--- src/rtl/pri_arb_pkg.sv ---
package pri_arb_pkg;
  localparam int unsigned PA_LVL_W = 3;
  typedef logic [PA_LVL_W-1:0] pa_level_t;
endpackage

--- src/rtl/pa_req_qualify.sv ---
module pa_req_qualify #(
  parameter int unsigned NUM_DEV = 8
) (
  input  logic [NUM_DEV-1:0] ready,
  input  logic [NUM_DEV-1:0] ien,
  output logic [NUM_DEV-1:0] req
);
  for (genvar g = 0; g < NUM_DEV; g++) begin : g_dev
    assign req[g] = ready[g] & ien[g];
  end
endmodule

--- src/rtl/pa_pick_encoder.sv ---
module pa_pick_encoder
  import pri_arb_pkg::*;
#(
  parameter int unsigned NUM_DEV = 8,
  localparam int unsigned IDX_W  = (NUM_DEV > 1) ? $clog2(NUM_DEV) : 1
) (
  input  logic [NUM_DEV-1:0]          req,
  input  logic [NUM_DEV*PA_LVL_W-1:0] levels,
  output logic                        any_req,
  output logic [IDX_W-1:0]            win_idx,
  output pa_level_t                   win_lvl
);
  always_comb begin
    any_req = 1'b0;
    win_idx = '0;
    win_lvl = '0;
    for (int i = 0; i < NUM_DEV; i++) begin
      // strict compare keeps the lower index on a tie
      if (req[i] && (!any_req || (levels[i*PA_LVL_W +: PA_LVL_W] > win_lvl))) begin
        any_req = 1'b1;
        win_idx = IDX_W'(i);
        win_lvl = levels[i*PA_LVL_W +: PA_LVL_W];
      end
    end
  end

  // winner must be an actual requester
  always_comb begin
    if (any_req) begin
      assert_winner_requests_R3: assert (req[win_idx]);
    end
  end
endmodule

--- src/rtl/pa_grant_reg.sv ---
module pa_grant_reg
  import pri_arb_pkg::*;
#(
  parameter int unsigned IDX_W = 3
) (
  input  logic             clk,
  input  logic             rst_n,
  input  logic             stb,
  input  logic             any_req,
  input  logic [IDX_W-1:0] win_idx,
  input  pa_level_t        win_lvl,
  input  pa_level_t        cpu_lvl,
  output logic             take,
  output logic [IDX_W-1:0] dev_q,
  output pa_level_t        lvl_q
);
  logic             take_d;
  logic             load_en;

  always_comb begin
    take_d  = stb & any_req & (win_lvl > cpu_lvl);
    load_en = take_d;
  end

  always_ff @(posedge clk or negedge rst_n) begin
    if (!rst_n) begin
      take <= 1'b0;
    end else begin
      take <= take_d;
    end
  end

  always_ff @(posedge clk or negedge rst_n) begin
    if (!rst_n) begin
      dev_q <= '0;
      lvl_q <= '0;
    end else if (load_en) begin
      dev_q <= win_idx;
      lvl_q <= win_lvl;
    end
  end

  assert_take_on_boundary_R6: assert property (@(posedge clk) disable iff (!rst_n)
    take |-> $past(stb));
  assert_above_cpu_R5: assert property (@(posedge clk) disable iff (!rst_n)
    take |-> (lvl_q > $past(cpu_lvl)));
  assert_hold_outputs_R8: assert property (@(posedge clk) disable iff (!rst_n)
    !take |-> ($stable(dev_q) && $stable(lvl_q)));
  assert_top_never_interrupted_R9: assert property (@(posedge clk) disable iff (!rst_n)
    ($past(cpu_lvl) == 3'd7) |-> !take);
endmodule

--- src/rtl/pri_irq_arbiter.sv ---
module pri_irq_arbiter
  import pri_arb_pkg::*;
#(
  parameter int unsigned NUM_DEV = 8,
  localparam int unsigned IDX_W  = (NUM_DEV > 1) ? $clog2(NUM_DEV) : 1
) (
  input  logic                        clk,
  input  logic                        rst_n,
  input  logic [NUM_DEV-1:0]          dev_ready,
  input  logic [NUM_DEV-1:0]          dev_ien,
  input  logic [NUM_DEV*PA_LVL_W-1:0] dev_level,
  input  logic [PA_LVL_W-1:0]         cpu_level,
  input  logic                        boundary_stb,
  output logic                        irq_take,
  output logic [IDX_W-1:0]            irq_dev,
  output logic [PA_LVL_W-1:0]         irq_level
);
  logic [NUM_DEV-1:0] req;
  logic               any_req;
  logic [IDX_W-1:0]   win_idx;
  pa_level_t          win_lvl;

  pa_req_qualify #(.NUM_DEV(NUM_DEV)) u_qual (
    .ready (dev_ready),
    .ien   (dev_ien),
    .req   (req)
  );

  pa_pick_encoder #(.NUM_DEV(NUM_DEV)) u_enc (
    .req     (req),
    .levels  (dev_level),
    .any_req (any_req),
    .win_idx (win_idx),
    .win_lvl (win_lvl)
  );

  pa_grant_reg #(.IDX_W(IDX_W)) u_grant (
    .clk     (clk),
    .rst_n   (rst_n),
    .stb     (boundary_stb),
    .any_req (any_req),
    .win_idx (win_idx),
    .win_lvl (win_lvl),
    .cpu_lvl (cpu_level),
    .take    (irq_take),
    .dev_q   (irq_dev),
    .lvl_q   (irq_level)
  );
endmodule

--- config.mk ---
export PLATFORM = sky130hd
export DESIGN_NAME = pri_irq_arbiter
export DESIGN_NICKNAME = d
export VERILOG_FILES = /design/src/rtl/pri_arb_pkg.sv /design/src/rtl/pa_req_qualify.sv /design/src/rtl/pa_pick_encoder.sv /design/src/rtl/pa_grant_reg.sv /design/src/rtl/pri_irq_arbiter.sv
export SDC_FILE = /design/constraint.sdc
export NUM_CORES = 1
export LEC_CHECK = 0
export BUFFER_PORTS_ARGS = -buffer_cell sky130_fd_sc_hd__buf_2
export CORE_MARGIN = 5
export CORE_UTILIZATION = 30
export CTS_CLUSTER_SIZE = 28
export DETAILED_ROUTE_END_ITERATION = 7
export GPL_TIMING_DRIVEN = 0
export PLACE_DENSITY = 0.59
export SYNTH_ARGS = -nofsm -noshare
export SYNTH_HDL_FRONTEND = slang
export SYNTH_SLANG_ARGS = --single-unit
--- constraint.sdc ---
create_clock -name clk -period 1 [get_ports clk]
set_input_delay 0.1 -clock clk [delete_from_list [all_inputs] [get_ports clk]]
set_output_delay 0.1 -clock clk [all_outputs]
set_load 0.01 [all_outputs]
======== Word-level counts from Yosys, hierarchy flattened ========
Cells that the tools add are included.
storage, ports and cells
  flip-flop bits (word level) ............. 7
  input bits .............................. 46
  output and inout bits ................... 7
  word-level logic and storage cells ...... 65
operators by class
  magnitude comparators ................... 8
  multiplexer cells ....................... 23
  bitwise operators ....................... 10
  reductions and logical operators ........ 21
operator list
  operator           number
  $mux 3             12
  $gt 3x3->1         8
  $and 1x1->1        10
  $mux 1             9
  $logic_and 1x1->1  7
  $logic_not 1->1    7
  $logic_or 1x1->1   7
  $mux 2             2

======== Logic depth before layout (Yosys ltp) ========
Gate-level depths: netlist (run 1).
  word-level depth ........................ 32
  gate-level depth with buffers ........... 58
  depth with buffers taken out ............ 57

======== Cells and area by module ========
A second synthesis (run 1) with hierarchy kept.
unflattened totals
  cell total of the unflattened synthesis .. 188
  area total of the unflattened synthesis .. 1496.4 um^2
modules (own cells, without submodules)
  module           times used  cells each  area an instance (um^2)  sequential area each (um^2)
  pa_pick_encoder  1           154         1101.1                   0.0
  pa_grant_reg     1           26          345.3                    175.2
  pa_req_qualify   1           8           50.0                     0.0

======== Worst setup path before layout (run 1) ========
No wires, ideal clock.
  path kind ............................... input port to flip-flop
  start ................................... input port dev_ready[0]
  end ..................................... register u_grant.lvl_q[2]
  library setup time ...................... 0.125 ns
  arrival ................................. 9.633 ns
  required time ........................... 0.875 ns
  path slack .............................. -8.758 ns
  stages .................................. 50
  path buffers ............................ 1
  path through ............................ nand3_1 > ha_1 > and3b_1 > o21a_1 > a21oi_1 > a22oi_1 > ha_1 > nand3b_1 > a32o_1 > a21oi_1 > a221oi_2 > or2_2 > ha_1 > and3b_1 > o21ai_0 > a21oi_1 > mux2_2 > ha_1 > (+14 left out) > o32ai_4 > a21oi_4 > and2_4 > or2_1 > ha_1 > nor2b_1 > o21ai_0 > a32oi_1 > nor2_1 > nor2_2 > o31ai_4 > ha_1 > nor2b_1 > o21a_1 > o211ai_1 > a21oi_1 > clkbuf_1 > mux2_2
on the way
  cells in the longest elaborated chain, start to end .. 32
  elaborated cells between the ends (all ways) .. 48
  those cells by class .................... order compare: 8; mux: 16; bitwise: 3; reduce/logical: 21
ends and longest elaborated chain
  item                                                  RTL line               source
  start, declared                                       pri_irq_arbiter.sv:9   input logic [NUM_DEV-1:0] dev_ready,
  $and 1x1->1 *                                         pa_req_qualify.sv:9    assign req[g] = ready[g] & ien[g];
  $mux 3 / $mux 1 (equally long branches)               pa_pick_encoder.sv:19  if (req[i] && (!any_req || (levels[i*PA_LVL_W +: PA_LVL_W] > win_lvl))) begin
  $gt 3x3->1 / $logic_not 1->1 (equally long branches)  pa_pick_encoder.sv:19
  $logic_or 1x1->1                                      pa_pick_encoder.sv:19
  $logic_and 1x1->1                                     pa_pick_encoder.sv:19
  $mux 3 / $mux 1 (equally long branches)               pa_pick_encoder.sv:19
  $gt 3x3->1 / $logic_not 1->1 (equally long branches)  pa_pick_encoder.sv:19
  $logic_or 1x1->1                                      pa_pick_encoder.sv:19
  (+18 left out)                                        --
  $gt 3x3->1 / $logic_not 1->1 (equally long branches)  pa_pick_encoder.sv:19
  $logic_or 1x1->1                                      pa_pick_encoder.sv:19
  $logic_and 1x1->1                                     pa_pick_encoder.sv:19
  $mux 3 *                                              pa_pick_encoder.sv:19
  via u_enc.win_lvl[1]                                  pa_pick_encoder.sv:11  output pa_level_t win_lvl
  $gt 3x3->1 *                                          pa_grant_reg.sv:21     take_d = stb & any_req & (win_lvl > cpu_lvl);
  $and 1x1->1 *                                         pa_grant_reg.sv:21
  via u_grant.load_en                                   pa_grant_reg.sv:18     logic load_en;
  end signal, assigned                                  pa_grant_reg.sv:39     lvl_q <= win_lvl;
  end, declared                                         pa_grant_reg.sv:15     output pa_level_t lvl_q
The timed path passes the listed nets; every way through them passes the cells marked *.
A chain may end at the register's enable or synchronous reset.

======== Final worst setup path (run 1) ========
  start ................................... input port dev_ready[0]
  end ..................................... register u_grant.dev_q[1]
on the way
  cells in the longest elaborated chain, start to end .. 32
  elaborated cells between the ends (all ways) .. 54
  those cells by class .................... order compare: 8; mux: 22; bitwise: 3; reduce/logical: 21
ends and longest elaborated chain
  item                                                  RTL line               source
  $and 1x1->1 *                                         pa_req_qualify.sv:9
  $mux 3 / $mux 1 (equally long branches)               pa_pick_encoder.sv:19
  $gt 3x3->1 / $logic_not 1->1 (equally long branches)  pa_pick_encoder.sv:19
  $logic_or 1x1->1                                      pa_pick_encoder.sv:19
  $logic_and 1x1->1                                     pa_pick_encoder.sv:19
  $mux 3 / $mux 1 (equally long branches)               pa_pick_encoder.sv:19
  $gt 3x3->1 / $logic_not 1->1 (equally long branches)  pa_pick_encoder.sv:19
  $logic_or 1x1->1                                      pa_pick_encoder.sv:19
  (+17 left out)                                        --
  $mux 3 / $mux 1 (equally long branches)               pa_pick_encoder.sv:19
  $gt 3x3->1 / $logic_not 1->1 (equally long branches)  pa_pick_encoder.sv:19
  $logic_or 1x1->1                                      pa_pick_encoder.sv:19
  $logic_and 1x1->1                                     pa_pick_encoder.sv:19
  $mux 3 / $mux 1 (equally long branches)               pa_pick_encoder.sv:19
  $gt 3x3->1 / $and 1x1->1 (equally long branches)      pa_grant_reg.sv:21
  $and 1x1->1 *                                         pa_grant_reg.sv:21
  via u_grant.load_en                                   pa_grant_reg.sv:18
  end signal, assigned                                  pa_grant_reg.sv:38     dev_q <= win_idx;
  end, declared                                         pa_grant_reg.sv:14     output logic [IDX_W-1:0] dev_q,
Marks and branches as above.

==> results of run 1 <==
[power by group]
| part | switching, W | internal (W) | leakage, nW |
|---|---|---|---|
| Sequential | 0.0000585 | 0.000414 | 0.0835 |
| Combinational | 0.00132 | 0.00151 | 1.19 |
| Clock | 0.000110 | 0.000275 | 0.0228 |
[area by class of cell]
type,count,area share [%]
tap,52,2.378
sequential,7,6.401
clock buffer,4,1.646
inverter,15,2.058
multi-input combinational,152,58.57
timing repair buffer,112,28.44
buffer,1,0.5030
[routing by layer]
layer / part of all wire (%) / GRT usage (%) / routed length, um
met1: 43 / 19.00 / 2273
met2: 52 / 28.42 / 2799
met4: 1.8 / 6.294 / 94
met5: 0 / 0 / 0
met3: 3.4 / 1.945 / 181
[layout by cell type (no fill, tap or decap), types with 4 or more instances in the layout]
cell type | netlist | layout
inv_1 | 15 | 12
buf_4 | 0 | 52
a21o_1 | 5 | 5
buf_2 | 0 | 48
clkbuf_8 | 0 | 4
nand3_1 | 8 | 6
a21oi_2 | 1 | 6
o21ai_0 | 11 | 4
nor2b_4 | 0 | 4
a31oi_1 | 7 | 5
ha_1 | 23 | 10
nand2_1 | 17 | 14
nor2_1 | 10 | 8
ha_4 | 0 | 11
o21ai_2 | 0 | 5
a21oi_4 | 1 | 6
dfrtp_1 | 7 | 7
buf_6 | 0 | 8
a21oi_1 | 15 | 5
[per-stage QoR]
step	utilization, %	power [W]	instances	setup TNS (ps)
after floorplan	-	0.001677	175	-55270
after global placement	41.64	0.002157	279	-63530
after detailed placement	41.64	0.002170	279	-64120
after CTS	55.91	0.003146	336	-57000
after global routing	61.57	0.003972	343	-61660
final	61.57	0.003694	343	-59280
[cells by family after synthesis]
family	after synthesis	share of synthesized area [%]
buf+inv	16	4.308
mux	8	6.283
compound gates	65	35.10
flops	7	12.57
simple gates	56	21.10
fa+ha+maj	23	20.65
[worst max-delay path: cells and delay by family]
family | cells | cell delay [ps]
adders and majority gates | 8 | 1870
muxes | 2 | 410
and+or+nand+nor | 13 | 2130
AOI/OAI and AO/OA | 27 | 4510
buffers and inverters | 5 | 660
[state kept, by name, summed over array words and instances, names as in the netlist]
name,flops
u_grant.lvl_q,3
u_grant.dev_q,3
u_grant.take,1
[synth_stat cells, types with 2 or more instances]
library cell	n
o21ai_1	2
o21a_1	4
and3b_1	3
a21o_1	5
o211ai_1	2
mux2_2	2
nor2b_1	7
a31oi_1	7
inv_1	15
mux2i_1	5
nand3_1	8
nand2_1	17
ha_1	23
a21oi_1	15
a32oi_1	2
and2_1	2
nor2_1	10
dfrtp_1	7
o21ai_0	11
[path summary, 6_finish.rpt]
check / start / to / slack (ps) / depth (start not counted)
worst max register to register: u_grant.lvl_q[0] / u_grant.lvl_q[0] / 170 / 3
worst min register to register: u_grant.lvl_q[2] / u_grant.lvl_q[2] / 530 / 1
worst max-delay path: dev_ready[0] / u_grant.dev_q[1] / -8540 / 55
max in group asynchronous: rst_n / u_grant.lvl_q[2] / 590 / 2
worst min-delay path: dev_level[21] / u_grant.lvl_q[0] / 200 / 3
min in group asynchronous: rst_n / u_grant.dev_q[2] / 260 / 2
[what timing repair did]
item                       in CTS  in global routing
hold buffers                    1                  0
setup buffers                  51                  8
cloned                          1                  0
setup endpoints to repair       7                  7
pin swaps                      36                 48
gates resized for setup        38                 39
hold endpoints to repair        7                  0
==> flow_metrics.env, run 1 <==
export IMPL_status="finished with violations"
export IMPL_failed_checks="setup timing"
export IMPL_io_buffers=52
export IMPL_overflow=0
export IMPL_whs_ps=204.4
export IMPL_multi_input_area_sq_um=1603
export IMPL_die_area_sq_um=6109
export IMPL_cp_common_cell="a21oi_4"
export IMPL_grt_max_degree=8
export IMPL_path_clk_slew_ps=40
export IMPL_required_ps=1150
export IMPL_synth_cells=175
export IMPL_finClkSkew_ps=0
export IMPL_numCtsBuffers=3
export IMPL_drc=0
export IMPL_cp_start_kind="input port"
export IMPL_synth_nets=244
export IMPL_cts_tree="yes"
export IMPL_cts_root_buf="clkbuf_8"
export IMPL_finalCritPeriodShare_pct=954.5
export IMPL_path_max_fanout=6
export IMPL_final_nets=361
export IMPL_slowest_stage="o31a_1"
export IMPL_antenna_found_initial=0
export IMPL_place_ws_ps=-9318
export IMPL_synth_area_leader_cell="ha_1"
export IMPL_fillers=372
export IMPL_firstDrtPassIters=4
export IMPL_netlist_area_sq_um=1394
export IMPL_diodes=0
export IMPL_wl_per_cell_um=15.59
export IMPL_h_tree_depth=1
export IMPL_regArea_sq_um=175.2
export IMPL_cp_end_kind="flip-flop"
export IMPL_worst_slack_ps=-8545
export IMPL_slew_violations=0
export IMPL_synth_cell_types=47
export IMPL_clock_sinks=7
export IMPL_ant_nets=0
export IMPL_synthTopCellsByArea="ha_1 (21%), dfrtp_1 (13%), a21oi_1 (5.4%), nand2_1 (4.6%), inv_1 (4.0%)"
export IMPL_hold_violations=0
export IMPL_relSlewSlack_pct=74.49
export IMPL_grtUsageTotal_pct=15.79
export IMPL_cts_buffer_depth=2
export IMPL_drt_iter0_markers=79
export IMPL_clkLatencyLatePin_ps=220
export IMPL_cp_arrival_ps=9700
export IMPL_p_leak_nw=1.295
export IMPL_design_area_sq_um=2736
export IMPL_viasPerCell=5.099
export IMPL_num_io_pins=53
export IMPL_start_util_pct=31.36
export IMPL_setup_viol=7
export IMPL_avgSynthCellArea_sq_um=7.965
export IMPL_ys_seq_elements=7
export IMPL_die_w_um=78.16
export IMPL_gp_congestion=0.7885
export IMPL_core_area_sq_um=4444
export IMPL_drive_gt1_share_pct=64.95
export IMPL_rsz0062_at_grt="true"
export IMPL_power_density_nw_per_um2=1350
export IMPL_max_cap_violations=0
export IMPL_worstMarginPinSlew_ps=380.3
export IMPL_grt_pass1_vias=1813
export IMPL_rows=24
export IMPL_synth_top_area_share_pct=20.65
export IMPL_die_y_um=78.16
export IMPL_post_dp_cell_area_sq_um=1851
export IMPL_grt_pass1_wl_um=7990
export IMPL_period_needed_ps=9545
export IMPL_ys_async_sr_fraction_pct=100.0
export IMPL_area_growth_pct=96.32
export IMPL_worstSetupPathType="input port to flip-flop"
export IMPL_cpPeakStageDelay_ps=330
export IMPL_wirelength_um=5348
export IMPL_synth_seq_area_share_pct=12.57
export IMPL_vias=1749
export IMPL_hpwl_um=3239
export IMPL_hold_class="input port to flip-flop"
export IMPL_synth_enable_flop_cells=0
export IMPL_yosysWarnings=0
export IMPL_synth_ff_type="dfrtp_1"
export IMPL_ir_worst_vdd_v=0.0004936
export IMPL_fmax_mhz=104.8
(Power assumes the default switching activity.)
==> run 2: changes to the inputs <==
- PLACE_DENSITY: 0.59 -> 0.65
==> run 2 against run 1 <==
Effect of this change: the run still ends with setup timing left; combinational power is 15% lower; sequential cell count unchanged; sequential share of layout area grew 0.79 points; die area did not move; sequential power is essentially flat; cell count down 7.6%; wire length fell by 14%; via count shrank 6.7%; non-clock buffer count shrank 26; critical path depth unchanged; global-route usage shrank 1.7 points; clock-buffer cell count stayed put; critical path type unchanged.
==> flow_metrics.env, run 2 (same netlist as run 1, synthesis figures left out) <==
export IMPL_hpwl_um=3244
export IMPL_vias=1632
export IMPL_drc=0
export IMPL_gp_congestion=0.8030
export IMPL_final_common_cell="buf_2"
export IMPL_path_max_fanout=7
export IMPL_final_nets=335
export IMPL_wirelength_um=4617
export IMPL_clkLatencyLatePin_ps=220
export IMPL_regArea_sq_um=175.2
export IMPL_max_cap_violations=0
export IMPL_io_buffers=52
export IMPL_power_density_nw_per_um2=1342
export IMPL_drt_iter0_markers=44
export IMPL_cp_common_cell="ha_4"
export IMPL_cp_arrival_ps=9290
export IMPL_antenna_found_initial=0
export IMPL_ir_worst_vdd_v=0.0004882
export IMPL_grt_pass1_wl_um=7272
export IMPL_die_area_sq_um=6109
export IMPL_cp_end_kind="flip-flop"
export IMPL_post_dp_cell_area_sq_um=1851
export IMPL_overflow=0
export IMPL_hold_class="input port to flip-flop"
export IMPL_path_clk_slew_ps=40
export IMPL_period_needed_ps=9204
export IMPL_die_y_um=78.16
export IMPL_num_io_pins=53
export IMPL_slew_violations=0
export IMPL_ant_nets=0
export IMPL_relSlewSlack_pct=81.04
export IMPL_cp_start_kind="input port"
export IMPL_drive_gt1_share_pct=58.49
export IMPL_clock_sinks=7
export IMPL_numCtsBuffers=3
export IMPL_fin_tns_setup_ps=-57040
export IMPL_area_growth_pct=74.78
export IMPL_multi_input_area_sq_um=1513
export IMPL_grt_pass1_vias=1679
export IMPL_setup_viol=7
export IMPL_design_area_sq_um=2436
export IMPL_hold_violations=0
export IMPL_grtUsageTotal_pct=14.08
export IMPL_cts_tree="yes"
export IMPL_worstSetupPathType="input port to flip-flop"
export IMPL_rsz0062_at_grt="true"
export IMPL_h_tree_depth=1
export IMPL_firstDrtPassIters=4
export IMPL_start_util_pct=31.36
export IMPL_rows=24
export IMPL_status="finished with violations"
export IMPL_finalCritPeriodShare_pct=920.4
export IMPL_cts_buffer_depth=2
export IMPL_fillers=397
export IMPL_p_leak_nw=1.157
export IMPL_worstMarginPinSlew_ps=282.6
export IMPL_diodes=0
export IMPL_viasPerCell=5.148
export IMPL_final_cell_mix="buf_2 (48), buf_4 (31), nand2_1 (15)"
export IMPL_worst_slack_ps=-8204
export IMPL_cpPeakStageDelay_ps=320
export IMPL_failed_checks="setup timing"
export IMPL_die_w_um=78.16
export IMPL_required_ps=1090
export IMPL_grt_max_degree=8
export IMPL_whs_ps=196.0
export IMPL_top_regs="u_grant.dev_q (3), u_grant.lvl_q (3), u_grant.take (1)"
export IMPL_cts_root_buf="clkbuf_8"
export IMPL_finClkSkew_ps=0
export IMPL_fmax_mhz=108.6
export IMPL_wl_per_cell_um=14.56
export IMPL_slowest_stage="o31a_1"
export IMPL_core_area_sq_um=4444
==> run 2: cell types whose count changed in the layout (fill, tap and decap cells not counted), sizes merged <==
cell    before  now
clkbuf       6    5
buf        110   85
==> run 2: where the power goes <==
group | switching (W) | leakage, nW | total (W) | internal [W]
clock | 0.000108 | 0.0228 | 0.000383 | 0.000275
combinational | 0.00116 | 1.05 | 0.00241 | 0.00125
sequential | 0.0000597 | 0.0835 | 0.000473 | 0.000414
==> run 2: final timing paths <==
path	startpoint	end	slack [ps]	cells after the start
max in group asynchronous	rst_n	u_grant.dev_q[0]	600	2
hold reg to reg	u_grant.lvl_q[2]	u_grant.lvl_q[2]	510	1
min in group asynchronous	rst_n	u_grant.dev_q[1]	250	2
setup reg to reg	u_grant.lvl_q[1]	u_grant.lvl_q[1]	120	3
setup / recovery	dev_ien[0]	u_grant.lvl_q[1]	-8200	55
hold / removal	dev_level[21]	u_grant.lvl_q[0]	200	3
==> run 2: routing by layer <==
layer	part of all wire [%]	vias to the layer above	global-route usage, %
met5	0	-	0
met4	0.32	0	2.273
met3	3.9	2	1.716
met2	52	31	26.28
met1	43	760	17.53
li1	-	839	-
==> run 2: per-stage QoR <==
stage	utilization, %	setup slack [ps]	cells	total power, W
6_report	54.81	-8204	317	0.003269
5_1_grt	54.81	-8736	317	0.003548
4_1_cts	51.15	-8100	309	0.002981
3_5_place_dp	41.64	-9310	279	0.002164
3_3_place_gp	41.64	-9150	279	0.002145
2_1_floorplan	-	-8016	175	0.001677
==> run 2: what timing repair did <==
action / 4_1_cts / 5_1_grt
setup endpoints to repair: 7 / 7
resized for setup: 38 / 18
pin swaps: 28 / 19
buffers inserted: 25 / 8
endpoints found under the hold margin: 7 / 0
hold buffers: 1 / 0
==> run 2: cell type report <==
type | instances | area share, %
sequential | 7 | 7.191
tap | 52 | 2.671
buffer | 1 | 0.5650
clock buffer | 4 | 1.849
inverter | 15 | 2.311
timing repair buffer | 86 | 23.32
multi-input combinational | 152 | 62.10
==> run 2: critical path: cells and delay by family <==
kind            cells  cell delay [ps]
compound gates     25             3820
simple gates       15             2290
buf+inv             5              540
mux                 2              480
fa+ha+maj           8             2020
